**src/rtl/clm_pkg.sv**
```systemverilog
package clm_pkg;
    localparam int LINE_BYTES = 32;
    localparam int LINE_SHIFT = 5;
    localparam logic [1:0] BURST_INCR = 2'b01;
    localparam logic [1:0] RESP_OKAY  = 2'b00;

    typedef enum logic [1:0] {
        ST_IDLE = 2'd0,
        ST_ADDR = 2'd1,
        ST_DATA = 2'd2
    } clm_state_e;
endpackage

```
**src/rtl/clm_cmd_check.sv**
```systemverilog
module clm_cmd_check #(
    parameter int ADDR_W    = 32,
    parameter int LEN_W     = 16,
    parameter int MAX_BYTES = 256
) (
    input  logic [ADDR_W-1:0] addr_i,
    input  logic [LEN_W-1:0]  bytes_i,
    output logic              ok_o,
    output logic [LEN_W-1:0]  lines_o
);
    import clm_pkg::*;

    logic addr_aligned;
    logic size_aligned;
    logic size_nonzero;
    logic size_in_range;

    always_comb begin
        addr_aligned  = (addr_i[LINE_SHIFT-1:0] == '0);
        size_aligned  = (bytes_i[LINE_SHIFT-1:0] == '0);
        size_nonzero  = (bytes_i != '0);
        size_in_range = (bytes_i <= LEN_W'(MAX_BYTES));
        ok_o    = addr_aligned && size_aligned && size_nonzero && size_in_range;
        lines_o = bytes_i >> LINE_SHIFT;
    end
endmodule

```
**src/rtl/clm_ar_attr.sv**
```systemverilog
module clm_ar_attr #(
    parameter int         DATA_W     = 64,
    parameter bit         BUFFERABLE = 1'b0,
    parameter bit         WALLOC     = 1'b0,
    parameter logic [2:0] PROT       = 3'b000
) (
    output logic [7:0] len_o,
    output logic [2:0] size_o,
    output logic [1:0] burst_o,
    output logic [3:0] cache_o,
    output logic [2:0] prot_o
);
    import clm_pkg::*;

    generate
        if (DATA_W == 32) begin : g_w32
            assign len_o  = 8'd7;
            assign size_o = 3'd2;
        end else if (DATA_W == 64) begin : g_w64
            assign len_o  = 8'd3;
            assign size_o = 3'd3;
        end else begin : g_w128
            assign len_o  = 8'd1;
            assign size_o = 3'd4;
        end
    endgenerate

    // bit2 read-allocate and bit1 cacheable are forced on
    assign cache_o = {WALLOC, 1'b1, 1'b1, BUFFERABLE};
    assign burst_o = BURST_INCR;
    assign prot_o  = PROT;
endmodule

```
**src/rtl/clm_read_master.sv**
```systemverilog
module clm_read_master #(
    parameter int         ADDR_W     = 32,
    parameter int         DATA_W     = 64,
    parameter int         LEN_W      = 16,
    parameter int         MAX_BYTES  = 256,
    parameter bit         BUFFERABLE = 1'b0,
    parameter bit         WALLOC     = 1'b0,
    parameter logic [2:0] PROT       = 3'b000
) (
    input  logic              clk,
    input  logic              rst_n,
    input  logic              cmd_valid,
    output logic              cmd_ready,
    input  logic [ADDR_W-1:0] cmd_addr,
    input  logic [LEN_W-1:0]  cmd_bytes,
    output logic              ar_valid,
    input  logic              ar_ready,
    output logic [ADDR_W-1:0] ar_addr,
    output logic [7:0]        ar_len,
    output logic [2:0]        ar_size,
    output logic [1:0]        ar_burst,
    output logic [3:0]        ar_cache,
    output logic [2:0]        ar_prot,
    input  logic              r_valid,
    output logic              r_ready,
    input  logic [DATA_W-1:0] r_data,
    input  logic [1:0]        r_resp,
    input  logic              r_last,
    output logic              out_valid,
    input  logic              out_ready,
    output logic [DATA_W-1:0] out_data,
    output logic              done,
    output logic              err
);
    import clm_pkg::*;

    typedef struct packed {
        clm_state_e        st;
        logic [ADDR_W-1:0] addr;
        logic [LEN_W-1:0]  left;
        logic              bad;
        logic              done;
        logic              err;
    } regs_t;

    regs_t q, d;

    logic             cmd_ok;
    logic [LEN_W-1:0] cmd_lines;
    logic             beat_hs;
    logic             beat_bad;

    clm_cmd_check #(
        .ADDR_W   (ADDR_W),
        .LEN_W    (LEN_W),
        .MAX_BYTES(MAX_BYTES)
    ) u_check (
        .addr_i (cmd_addr),
        .bytes_i(cmd_bytes),
        .ok_o   (cmd_ok),
        .lines_o(cmd_lines)
    );

    clm_ar_attr #(
        .DATA_W    (DATA_W),
        .BUFFERABLE(BUFFERABLE),
        .WALLOC    (WALLOC),
        .PROT      (PROT)
    ) u_attr (
        .len_o  (ar_len),
        .size_o (ar_size),
        .burst_o(ar_burst),
        .cache_o(ar_cache),
        .prot_o (ar_prot)
    );

    // R channel is a straight pass-through to the stream
    assign r_ready   = out_ready;
    assign out_valid = r_valid;
    assign out_data  = r_data;

    assign beat_hs  = r_valid && out_ready;
    assign beat_bad = (r_resp != RESP_OKAY);

    always_comb begin
        d      = q;
        d.done = 1'b0;
        d.err  = 1'b0;
        unique case (q.st)
            ST_IDLE: begin
                if (cmd_valid) begin
                    if (cmd_ok) begin
                        d.st   = ST_ADDR;
                        d.addr = cmd_addr;
                        d.left = cmd_lines;
                        d.bad  = 1'b0;
                    end else begin
                        d.err = 1'b1;
                    end
                end
            end
            ST_ADDR: begin
                if (ar_ready) begin
                    d.st = ST_DATA;
                end
            end
            ST_DATA: begin
                if (beat_hs) begin
                    d.bad = q.bad || beat_bad;
                    if (r_last) begin
                        d.addr = q.addr + ADDR_W'(LINE_BYTES);
                        d.left = q.left - 1'b1;
                        if (q.left == LEN_W'(1)) begin
                            d.st   = ST_IDLE;
                            d.done = 1'b1;
                            d.err  = q.bad || beat_bad;
                        end else begin
                            d.st = ST_ADDR;
                        end
                    end
                end
            end
            default: d.st = ST_IDLE;
        endcase
    end

    always_ff @(posedge clk) begin
        if (!rst_n) begin
            q.st   <= ST_IDLE;
            q.addr <= '0;
            q.left <= '0;
            q.bad  <= 1'b0;
            q.done <= 1'b0;
            q.err  <= 1'b0;
        end else begin
            q <= d;
        end
    end

    assign cmd_ready = (q.st == ST_IDLE);
    assign ar_valid  = (q.st == ST_ADDR);
    assign ar_addr   = q.addr;
    assign done      = q.done;
    assign err       = q.err;
endmodule

```
**config.mk**
```make
export PLATFORM = sky130hd
export DESIGN_NAME = clm_read_master
export DESIGN_NICKNAME = d
export VERILOG_FILES = /design/src/rtl/clm_pkg.sv /design/src/rtl/clm_cmd_check.sv /design/src/rtl/clm_ar_attr.sv /design/src/rtl/clm_read_master.sv
export SDC_FILE = /design/constraint.sdc
export NUM_CORES = 1
export LEC_CHECK = 0
export ABC_CLOCK_PERIOD_IN_PS = 2500
export BUFFER_PORTS_ARGS = -buffer_cell sky130_fd_sc_hd__buf_2
export CAP_MARGIN = 20
export CORE_MARGIN = 2
export CORE_UTILIZATION = 46
export CTS_BUF_LIST = sky130_fd_sc_hd__clkbuf_4 sky130_fd_sc_hd__clkbuf_8
export CTS_CLUSTER_SIZE = 8
export DETAILED_ROUTE_END_ITERATION = 6
export GPL_ROUTABILITY_DRIVEN = 0
export GPL_TIMING_DRIVEN = 0
export PLACE_DENSITY = 0.94
export SYNTH_ARGS = -nofsm -noshare
export SYNTH_HDL_FRONTEND = slang
export SYNTH_SLANG_ARGS = --single-unit
```
**constraint.sdc**
```tcl
create_clock -name clk -period 2.5 [get_ports clk]
set_input_delay 0 -clock clk [delete_from_list [all_inputs] [get_ports clk]]
set_output_delay 0 -clock clk [all_outputs]
set_load 0.02 [all_outputs]
```
# After elaboration in Yosys (flattened, before gate mapping)
# Cells that the tools add are included.
# totals
reg_bits,53
input_bits,121
output_inout_bits,122
elab_cells,45
# op_classes
addsub,2
magnitude_cmp,1
n_eq_ne,8
n_mux,13
reduce_logical,15
# ops
operator,count
$mux 51,2
$pmux 49 s2,1
$mux 53,1
$mux 50,1
$add 32x6->32 const B,1
$eq 16x1->1 const B,1
$le 16x9->1 const B,1
$reduce_bool 16->1,1
$sub 16x1->16 const B,1
$logic_not 5->1,2
$reduce_and 5->1,2
$reduce_and 4->1,2
$mux 2,3
$ne 2x2->1 const B,3
$pmux 2 s3,1
$logic_and 1x1->1,4
$ne 2x1->1 const B,2
$reduce_bool 2->1,2
$mux 1,3
$eq 2x1->1 const B,1
$eq 2x2->1 const B,1
$logic_not 2->1,1
$pmux 1 s2,1
$logic_or 1x1->1,1

# Logic depth before layout (Yosys ltp)
# Gate-level depths: netlist (run 1).
# depth
ltp_word,7
ltp_mapped,8
ltp_nobuf,7

# Hierarchy
# Synthesis (run 1) repeated with hierarchy kept, for this count alone.
# hier_totals
cells_unflattened,557
hier_area_um2,4179.0
# by_module_without_submodules
module,instances,cells_per_inst,area_per_inst_um2,seq_area_each_um2
clm_read_master,1,509,3824.9,1061.0
clm_cmd_check,1,26,196.4,0.0
clm_ar_attr,1,22,157.7,0.0

# Least setup slack after synthesis (run 1)
# No wires, ideal clock.
# synth_timing
kind,register -> register
from,"register q, in the netlist ar_addr[5]"
to,"register q, in the netlist ar_addr[23]"
setup_ps,58
arrival_time_ps,2089
required_ps,2442
slack_ps,352
stages_incl_launch_ff,8
path_buffers,1
period_less_slack_ps,2148
cell_sequence,dfxtp_1 -> ha_1 -> nand3_1 -> or4_1 -> clkbuf_1 -> or4_1 -> a21oi_1 -> o221a_2
# synth_via
elab_chain_cells,4
# synth_lines
item,line_no,rtl
"start, declared",clm_read_master.sv:46,"regs_t q, d;"
$add 32x6->32,clm_read_master.sv:111,d.addr = q.addr + ADDR_W'(LINE_BYTES);
$mux 50,clm_read_master.sv:110,if (r_last) begin
$mux 53,clm_read_master.sv:108,if (beat_hs) begin
$pmux 49 s2,clm_read_master.sv:89,unique case (q.st)
# No other way between the ends. The select of a mux whose other input is x is not followed.
# A chain may end at the register's enable or synchronous reset.

# Worst setup path in the final report (run 1)
# layout_timing
from,"register q, in the netlist ar_addr[8]"
to,"register q, in the netlist ar_addr[30]"
# Same word-level chain as after synthesis.

==> results of run 1 <==
## layout make-up
| class | instances | share of cell area |
|---|---|---|
| plain buffers | 154 | 0.1902 |
| flip-flops and latches | 53 | 0.1962 |
| clock inverters | 2 | 0.002542 |
| well taps | 108 | 0.02496 |
| multi-input cells | 346 | 0.3908 |
| repair buffers | 173 | 0.1738 |
| clock buffers | 6 | 0.01525 |
| inverters | 9 | 0.006240 |
## cell usage after synthesis, types with 4 or more instances
cell / number
a211oi_1: 10
a21oi_1: 40
a22oi_1: 5
a311oi_1: 9
a31oi_1: 12
a32o_1: 4
and2_1: 5
and3_1: 5
and4_1: 7
buf_4: 118
clkbuf_1: 32
dfxtp_1: 53
inv_1: 8
nand2_1: 41
nand3_1: 24
nand4_1: 10
nor2_1: 20
nor3_1: 13
nor4_1: 12
o21a_1: 6
o21ai_0: 20
o221a_2: 4
o311ai_0: 5
o31ai_1: 21
o41ai_1: 5
or4_1: 6
## power by group
part / internal, W / switching [W] / total (W) / leakage (nW)
Clock: 0.000226 / 0.000326 / 0.000552 / 0.0512
Sequential: 0.000845 / 0.000000162 / 0.000845 / 0.427
Combinational: 0.000192 / 0.000220 / 0.000412 / 2.06
## kinds of logic (layout without fill, tap and decap cells)
| logic type | after synthesis | after routing |
|---|---|---|
| buf+inv | 163 | 344 |
| simple gates | 160 | 160 |
| compound gates | 159 | 159 |
| flops | 53 | 53 |
| fa+ha+maj | 3 | 3 |
| xor+xnor | 3 | 3 |
| other cells | 2 | 20 |
| mux | 1 | 1 |
## metrics by stage
stage	setup slack (ns)	TNS (ns)	instance area, um2	instances	util
global placement	-0.005240	-0.005240	5140	828	0.5894
detailed placement	-0.02736	-0.02961	5140	828	0.5894
finish	0.09032	0	5414	851	0.6208
floorplan	0.3524	0	4214	562	-
global route	0.02151	0	5414	851	0.6208
CTS	0.08581	0	5388	851	0.6178
## routing by layer
| layer | vias up | part of all wire | global-route usage |
|---|---|---|---|
| met2 | 446 | 0.46 | 0.4324 |
| met5 | - | 0 | 0 |
| li1 | 2280 | - | - |
| met3 | 71 | 0.13 | 0.05816 |
| met4 | 0 | 0.042 | 0.1275 |
| met1 | 2202 | 0.37 | 0.3391 |
## registers in the layout (all words and copies together), names as in the netlist
register / count
done: 1
q: 19
ar_addr: 32
err: 1
## what timing repair did
item,CTS,global route
setup endpoints to repair,5,31
gates resized for setup,1,12
hold buffers,15,0
setup buffers,0,0
endpoints found under the hold margin,13,0
## worst max-delay path: stages, from the launching register on
cell and delay [ns]:
dfxtp_1 0.54, nand4_1 0.29, or4_1 0.70, buf_2 0.25, o31ai_1 0.21, a21oi_1 0.10, o221a_2 0.23
## how the worst max path moves through the flow
stage / from / to / slack, ns / cells past startpoint
finish: ar_addr[8]$_SDFFE_PN0P_ / ar_addr[30]$_SDFFE_PN0P_ / 0.09 / 6
global placement: q[51]$_SDFFE_PN0P_ / ar_addr[22]$_SDFFE_PN0P_ / -0.005 / 7
CTS: ar_addr[5]$_SDFFE_PN0P_ / ar_addr[23]$_SDFFE_PN0P_ / 0.09 / 7
detailed placement: q[51]$_SDFFE_PN0P_ / ar_addr[22]$_SDFFE_PN0P_ / -0.03 / 7
global route: ar_addr[8]$_SDFFE_PN0P_ / ar_addr[18]$_SDFFE_PN0P_ / 0.02 / 6
floorplan: ar_addr[5]$_SDFFE_PN0P_ / ar_addr[23]$_SDFFE_PN0P_ / 0.35 / 7
==> results_dict.tcl, run 1 <==
set metrics [dict create \
    crit_arrival_ns 2.63 \
    grt-ovfl-total 0 \
    layout_commonest_cell "buf_2" \
    core_um2 8721 \
    whs_path_depth 3 \
    cts_tree "yes" \
    hold_viol 0 \
    seq_area_um2 1062 \
    finalCriticalPeriod_ns 2.410 \
    p_leak_nw 2.538 \
    drt-initial-drc-count 619 \
    drc 0 \
    worstMarginPinSlew_ns 0.9117 \
    ys_async_sr_fraction 0 \
    r2r-start "ar_addr[8]$_SDFFE_PN0P_" \
    num-fill-cells 799 \
    synth.area.mux_share 0.002414 \
    yosysWarningCount 0 \
    rsz0062_at_grt "false" \
    hold_end "ar_addr[12]$_SDFFE_PN0P_" \
    drv_cap 0 \
    wirelength_mm 14.12 \
    worstPathRequired_ns 2.72 \
    clk_latency_ns 0.32 \
    r2r_slack_ns 0.09 \
    grt_use_total 0.2677 \
    syn_to_final_growth_pct 30.57 \
    period_share 0.9639 \
    worstRegToRegCells 6 \
    synth_edf_count 0 \
    fmax_mhz 415.0 \
    clk_path_buf_depth 2 \
    nNetsFinal 866 \
    yosys.area.top_type_share 0.2559 \
    pin_count 243 \
    power_w 0.001808 \
    hold_class "in -> reg" \
    status "finished clean" \
    dpl.hpwl_mm 10.10 \
    hold_start "cmd_addr[12]" \
    yosysTopAreaCell "dfxtp_1" \
    dieArea_um2 9789 \
    ant_nets 0 \
    antennaDiodeCount 0 \
    cts_htree_levels 2 \
    slew_headroom 0.3866 \
    end_kind "flop" \
    ys_types 60 \
    grt_pass1_wl_mm 21.60 \
    yosys.area_share.simple 0.2064 \
    die_y_um 98.94 \
    grt_start_max_net_pins 17 \
    post_drt_wl_per_cell_um 16.59 \
    final_cell_mix "160 x buf_2, 118 x buf_4, 52 x dfxtp_1" \
    synth_area_um2 4146 \
    synth_compound_area_frac 0.2631 \
    ir_drop_uv 232.9 \
    dominantRegCellSynth "dfxtp_1" \
    clock_sinks 53 \
    portBuffers 158 \
    synth_xor_xnor_area_share 0.006337 \
    start_kind "flop" \
    drive_above_1_share 0.4132 \
    multi_input_area_um2 2116 \
    clk_pin_slew_worst_paths_ns 0.11 \
    synth_top_family_by_area "compound AO/OA/AOI/OAI gates" \
    grt_pass1_vias 4578 \
    path_max_fanout 10 \
    num_vias 4999 \
    synthTopCellsByArea "dfxtp_1 26%, buf_4 21%, a21oi_1 4.8%" \
    p_per_area_nw_per_um2 334.0 \
    syn_inst 544 \
    antenna_found_initial 0 \
    finalSetupViolations 0 \
    cts_made_buffers 5 \
    avgSynthCellArea_um2 7.622 \
    clockRootBuffer "clkbuf_8" \
    dr.pass1.iters 5 \
    fp.dieW_um 98.94 \
    synth_fa_ha_area_frac 0.009053 \
    ys_ff_latch 53 \
    maxSlewViolCount 0 \
    skew_ns 0.008897 \
    start_util 0.4755 \
    avgViaCountPerCell 5.874 \
    core.rowCount 34 \
    r2r-end "ar_addr[30]$_SDFFE_PN0P_" \
    hold_slack_ns 0.01476 \
    path_class "reg -> reg" \
    synth-seq-area-share 0.2559 \
]
Power figures use the tool's default switching activity.
==> inputs of run 2 (changes only) <==
- SYNTH_HIERARCHICAL: default -> 1
==> run 2 against run 1 <==
The run now ends with DRC left. Maximum frequency increased by 1.3%. Combinational power increased by 1%. Flip-flop and latch count unchanged. Global-route usage decreased by 0.63 points. Count of clock-buffer cells in the layout unchanged. First-iteration DRC count increased by 10%. Final cell count increased by 2.1%. Clock skew about the same. Sequential share of layout area decreased by 0.19 points. Critical endpoint is now ar_addr[26]$_SDFFE_PN0P_. Largest power group unchanged.
==> results_dict.tcl, run 2 <==
set metrics [dict create \
    status "finished with violations" \
    violations "DRC" \
    hold_start "cmd_addr[6]" \
    largest_reg_flops 32 \
    pin_count 243 \
    portBuffers 158 \
    synth-seq-area-share 0.2539 \
    synth_commonest_cells "134 x buf_4, 55 x nand2_1, 53 x dfxtp_1" \
    antenna_found_initial 0 \
    clk_path_buf_depth 2 \
    dominantRegCellSynth "dfxtp_1" \
    crit_arrival_ns 2.58 \
    synth_edf_count 0 \
    yosys.area_share.simple 0.2213 \
    p_per_area_nw_per_um2 326.2 \
    dpl.hpwl_mm 10.10 \
    finalSetupViolations 0 \
    clockRootBuffer "clkbuf_8" \
    fmax_mhz 420.5 \
    drt-initial-drc-count 683 \
    cts_setup_buffers 0 \
    avgViaCountPerCell 5.678 \
    hold_viol 0 \
    drc 1 \
    slew_headroom 0.5485 \
    nNetsFinal 884 \
    synth_xor_xnor_area_share 0.002096 \
    yosysWarningCount 6 \
    fp.dieW_um 99.32 \
    avgSynthCellArea_um2 7.503 \
    num-fill-cells 801 \
    finalCriticalPeriod_ns 2.378 \
    hold_class "in -> reg" \
    core.rowCount 34 \
    end_kind "flop" \
    yosys.area.top_type_share 0.2539 \
    synth.area.mux_share 0.002395 \
    grt_pass1_vias 4418 \
    drive_above_1_share 0.4152 \
    post_drt_wl_per_cell_um 15.78 \
    skew_ns 0.008766 \
    grt_start_max_net_pins 16 \
    cts_made_buffers 5 \
    seq_area_um2 1061 \
    final_cell_mix "159 x buf_2, 134 x buf_4, 55 x nand2_1" \
    ant_nets 0 \
    synth_fa_ha_area_frac 0.008982 \
    syn_to_final_growth_pct 30.69 \
    grt_busiest_layer "met2" \
    core_um2 8763 \
    totalNegativeSetupSlack_ns 0 \
    grt_use_total 0.2614 \
    synth_compound_area_frac 0.2356 \
    grt-ovfl-total 0 \
    period_share 0.9511 \
    worstMarginPinSlew_ns 0.6772 \
    met1_usage 0.3225 \
    worstPathRequired_ns 2.70 \
    path_class "in -> reg" \
    synth_area_um2 4179 \
    grt_pass1_wl_mm 21.07 \
    die_y_um 99.32 \
    use_met2 0.4257 \
    clk_latency_ns 0.33 \
    clk_pin_slew_worst_paths_ns 0.10 \
    ys_types 59 \
    num_vias 4934 \
    synthTopCellsByArea "dfxtp_1 25%, buf_4 24%, nand2_1 4.9%" \
    layout_commonest_cell "buf_2" \
    p_leak_nw 2.571 \
    cp-startpoint "cmd_addr[1]" \
    yosysTopAreaCell "dfxtp_1" \
    cts_tree "yes" \
    maxSlewViolCount 0 \
    ys_async_sr_fraction 0 \
    dr.pass1.iters 7 \
    synth_top_family_by_area "buffers and inverters" \
    multi_input_area_um2 2085 \
    power_w 0.001781 \
    wirelength_mm 13.71 \
    path_max_fanout 10 \
    yosysMostFrequentCell "buf_4" \
    ir_drop_uv 261.2 \
    clock_sinks 53 \
    start_kind "input port" \
    grt_use_met3 0.06746 \
    dieArea_um2 9863 \
    syn_inst 557 \
    r2r-start "q[51]$_SDFFE_PN0P_" \
    ys_ff_latch 53 \
    start_util 0.4769 \
    antennaDiodeCount 0 \
    cts_htree_levels 2 \
    drv_cap 0 \
]
run 2: changes by cell type in the layout (fill, tap and decap cells not counted), moves of 5 or more:
cell / before / now
o21ai_0: 20 / 39
buf_4: 118 / 134
o31ai_1: 21 / 5
nand2_1: 41 / 55
nand3_1: 23 / 13
a311oi_1: 9 / 0
clkbuf_1: 29 / 20
nor3_1: 13 / 22
o211ai_1: 0 / 9
a31oi_1: 12 / 4
nor2_1: 20 / 28
a22o_1: 0 / 7
conb_1: 20 / 25
o21a_1: 6 / 1
run 2: path summary, 6_finish.rpt:
kind                                   end  slack (ns)  cells past startpoint
setup / recovery  ar_addr[26]$_SDFFE_PN0P_        0.12                     10
hold / removal     ar_addr[6]$_SDFFE_PN0P_       0.002                      3
setup reg to reg  ar_addr[16]$_SDFFE_PN0P_        0.13                      7
hold reg to reg          q[2]$_SDFFE_PN0P_        0.46                      2
run 2: power by group:
group	internal, W	switching, W	total, W
Combinational	0.000210	0.000207	0.000417
Sequential	0.000847	0.00000378	0.000850
Clock	0.000206	0.000308	0.000514
Total	0.00126	0.000519	0.00178
run 2: critical path, stage by stage:
cell and delay, ns:
buf_2 0.11, nor4_2 0.31, nand4_1 0.13, nor3_1 0.48, nand3b_1 0.27, a21o_1 0.25, clkbuf_1 0.22, clkbuf_1 0.35
a211oi_1 0.33, o21ai_0 0.13
run 2: repair_timing:
action | 4_1_cts | 5_1_grt
hold endpoints to repair | 16 | 0
pin swaps | 0 | 0
hold buffers | 16 | 0
gates resized for setup | 1 | 7
endpoints found under the setup margin | 8 | 13
run 2: layout make-up:
| type | instances | share of cell area |
|---|---|---|
| Sequential cell | 53 | 0.1943 |
| Buffer | 160 | 0.2046 |
| Clock inverter | 2 | 0.001833 |
| Multi-Input combinational cell | 359 | 0.3817 |
| Inverter | 7 | 0.004811 |
| Timing Repair Buffer | 174 | 0.1741 |
| Clock buffer | 6 | 0.01397 |
| Tap cell | 108 | 0.02474 |
run 2: logic make-up (layout without fill, tap and decap cells):
group,Yosys count,count (layout)
adders and majority gates,3,3
AOI/OAI and AO/OA,152,152
buffers and inverters,167,349
DFF,53,53
muxes,1,1
other,3,25
xor gates and xnor gates,1,1
and+or+nand+nor,177,177
run 2: per-layer routing:
metal | up-vias | share of wire
met2 | 405 | 0.47
met5 | - | 0
met4 | 0 | 0.034
met3 | 60 | 0.14
li1 | 2282 | -
met1 | 2187 | 0.36
run 2: stage by stage:
stage | hold slack, ns | worst slack [ns] | instances | util | area [um2]
2_1_floorplan | 0.1126 | 0.5437 | 579 | - | 4262
3_3_place_gp | 0.2172 | -0.3669 | 845 | 0.5919 | 5187
3_5_place_dp | 0.2177 | -0.4236 | 845 | 0.5919 | 5187
4_1_cts | 0.001624 | 0.07646 | 869 | 0.6205 | 5438
5_1_grt | 0.009429 | -0.01208 | 869 | 0.6232 | 5461
6_report | 0.001557 | 0.1221 | 869 | 0.6232 | 5461
==> inputs of run 3 (changes only) <==
- ABC_CLOCK_PERIOD_IN_PS: 2500 -> 2850
- CELL_PAD_IN_SITES_DETAIL_PLACEMENT: default -> 1
- CELL_PAD_IN_SITES_GLOBAL_PLACEMENT: default -> 1
- CORE_UTILIZATION: 46 -> 33
- PLACE_DENSITY: 0.94 -> 0.95
- clock period: 2.5 -> 2.85 ns (I/O delays scaled with it)
==> run 3 against run 2 <==
The flow now finishes without violations. Setup slack better by 0.090 ns. Final cell count rose by 7.1%. Clock power is 7.6% lower. Count of clock-buffer cells in the layout up 1. Combinational power down 12%. Critical path depth shrank 3. Sequential share of layout area down 0.15 points. Critical path type is now reg -> reg.
==> results_dict.tcl, run 3 (synthesis results as in run 2) <==
set metrics [dict create \
    status "finished clean" \
    cts_tree "yes" \
    portBuffers 158 \
    start_kind "flop" \
    maxSlewViolCount 0 \
    wirelength_mm 15.40 \
    critPathSlowestCell "nor4b_1" \
    rsz0062_at_grt "false" \
    antennaDiodeCount 0 \
    skew_ns 0.01261 \
    drc 0 \
    dpl.hpwl_mm 11.86 \
    die_y_um 116.5 \
    cts_htree_levels 2 \
    cts_made_buffers 5 \
    core_um2 12470 \
    period_share 0.9255 \
    hold_slack_ns 0.006008 \
    clockRootBuffer "clkbuf_8" \
    place_ws_ns -0.1525 \
    largest_reg_flops 32 \
    placed_area_um2 5268 \
    dieArea_um2 13580 \
    fmax_mhz 379.1 \
    crit_arrival_ns 2.86 \
    p_per_area_nw_per_um2 288.4 \
    ir_drop_uv 158.8 \
    path_class "reg -> reg" \
    drv_cap 0 \
    critPathMaxStageDelay_ns 0.79 \
    clock_sinks 53 \
    worstMarginPinSlew_ns 0.9307 \
    pin_count 243 \
    syn_to_final_growth_pct 31.68 \
    final_cell_mix "159 x buf_2, 134 x buf_4, 55 x nand2_1" \
    clk_pin_slew_worst_paths_ns 0.11 \
    grt_pass1_wl_mm 23.24 \
    layout_commonest_cell "buf_2" \
    finish.instance_area_um2 5503 \
    finalCriticalPeriod_ns 2.638 \
    fp.dieW_um 116.5 \
    num_vias 4875 \
    p_leak_nw 2.532 \
    antenna_found_initial 0 \
    grt-ovfl-total 0 \
    grt_pass1_vias 4728 \
    hold_class "in -> reg" \
    finalSetupViolations 0 \
    slew_headroom 0.3708 \
    worst-path-buf-inv 1 \
    drt-initial-drc-count 312 \
    cts_setup_buffers 0 \
    hold_viol 0 \
    nNetsFinal 882 \
    start_util 0.3352 \
    ant_nets 0 \
    drive_above_1_share 0.4097 \
    clk_latency_ns 0.33 \
    grt_start_max_net_pins 16 \
    end_kind "flop" \
    path_max_fanout 5 \
    dr.pass1.iters 4 \
    post_drt_wl_per_cell_um 16.54 \
    clk_path_buf_depth 2 \
    core.rowCount 41 \
    worstPathRequired_ns 3.07 \
    grt_use_total 0.2177 \
    fin_ws_ns 0.2123 \
    crit_chain "inv_1 > ha_1 > nor4b_1 > nand3_1 > nor3_1 > o21ai_0 > a32o_1" \
    avgViaCountPerCell 5.236 \
    critical_path.top_delay_family "simple AND/OR/NAND/NOR gates" \
]
[run 3: path summary, 6_finish.rpt]
path	start	end	slack, ns	cells after the start
worst max-delay path	q[3]$_SDFFE_PN0P_	q[17]$_SDFFE_PN0P_	0.21	7
worst min-delay path	cmd_addr[28]	ar_addr[28]$_SDFFE_PN0P_	0.006	4
worst max register to register	q[3]$_SDFFE_PN0P_	q[17]$_SDFFE_PN0P_	0.21	7
worst min register to register	ar_addr[2]$_SDFFE_PN0P_	ar_addr[2]$_SDFFE_PN0P_	0.46	2
[run 3: per-stage QoR]
step,cells,setup TNS [ns],power (W),utilization
floorplan,579,0,0.0009998,-
global placement,909,-1.161,0.001107,0.4226
detailed placement,909,-1.112,0.001112,0.4226
CTS,931,0,0.001585,0.4411
global route,931,0,0.001644,0.4414
finish,931,0,0.001587,0.4414
[run 3: metal layers]
layer / GRT usage / wire length, um / share of wire / vias to the layer above
met5: 0 / 0 / 0 / -
met4: 0.09020 / 412 / 0.027 / 0
met3: 0.03892 / 1148 / 0.075 / 32
met2: 0.3814 / 7583 / 0.49 / 231
met1: 0.2628 / 6252 / 0.41 / 2339
li1: - / - / - / 2273
[run 3: cell type report]
cell class	count	area [um2]
clock buffers	7	83.83
repair buffers	172	930.9
fillers	1647	6963
inverters	7	26.28
multi-input cells	359	2063
clock inverters	1	7.507
flip-flops and latches	53	1061
plain buffers	160	1115
well taps	172	215.2
[run 3: worst reg2reg max path: stages (launching register included)]
cell and delay, ns:
dfxtp_1 0.35, inv_1 0.10, ha_1 0.27, nor4b_1 0.79, nand3_1 0.35, nor3_1 0.28
o21ai_0 0.12, a32o_1 0.28
[run 3: repair_timing]
item                                    4_1_cts  5_1_grt
resized for setup                             0        1
endpoints found under the setup margin        0        4
hold buffers                                 14        0
endpoints found under the hold margin        14        0
[run 3: power breakdown]
group / leakage [nW] / total, W / switching [W] / internal, W
clock network: 0.0453 / 0.000475 / 0.000281 / 0.000194
registers: 0.427 / 0.000746 / 0.00000363 / 0.000743
logic: 2.06 / 0.000365 / 0.000183 / 0.000182
total: 2.53 / 0.00159 / 0.000468 / 0.00112
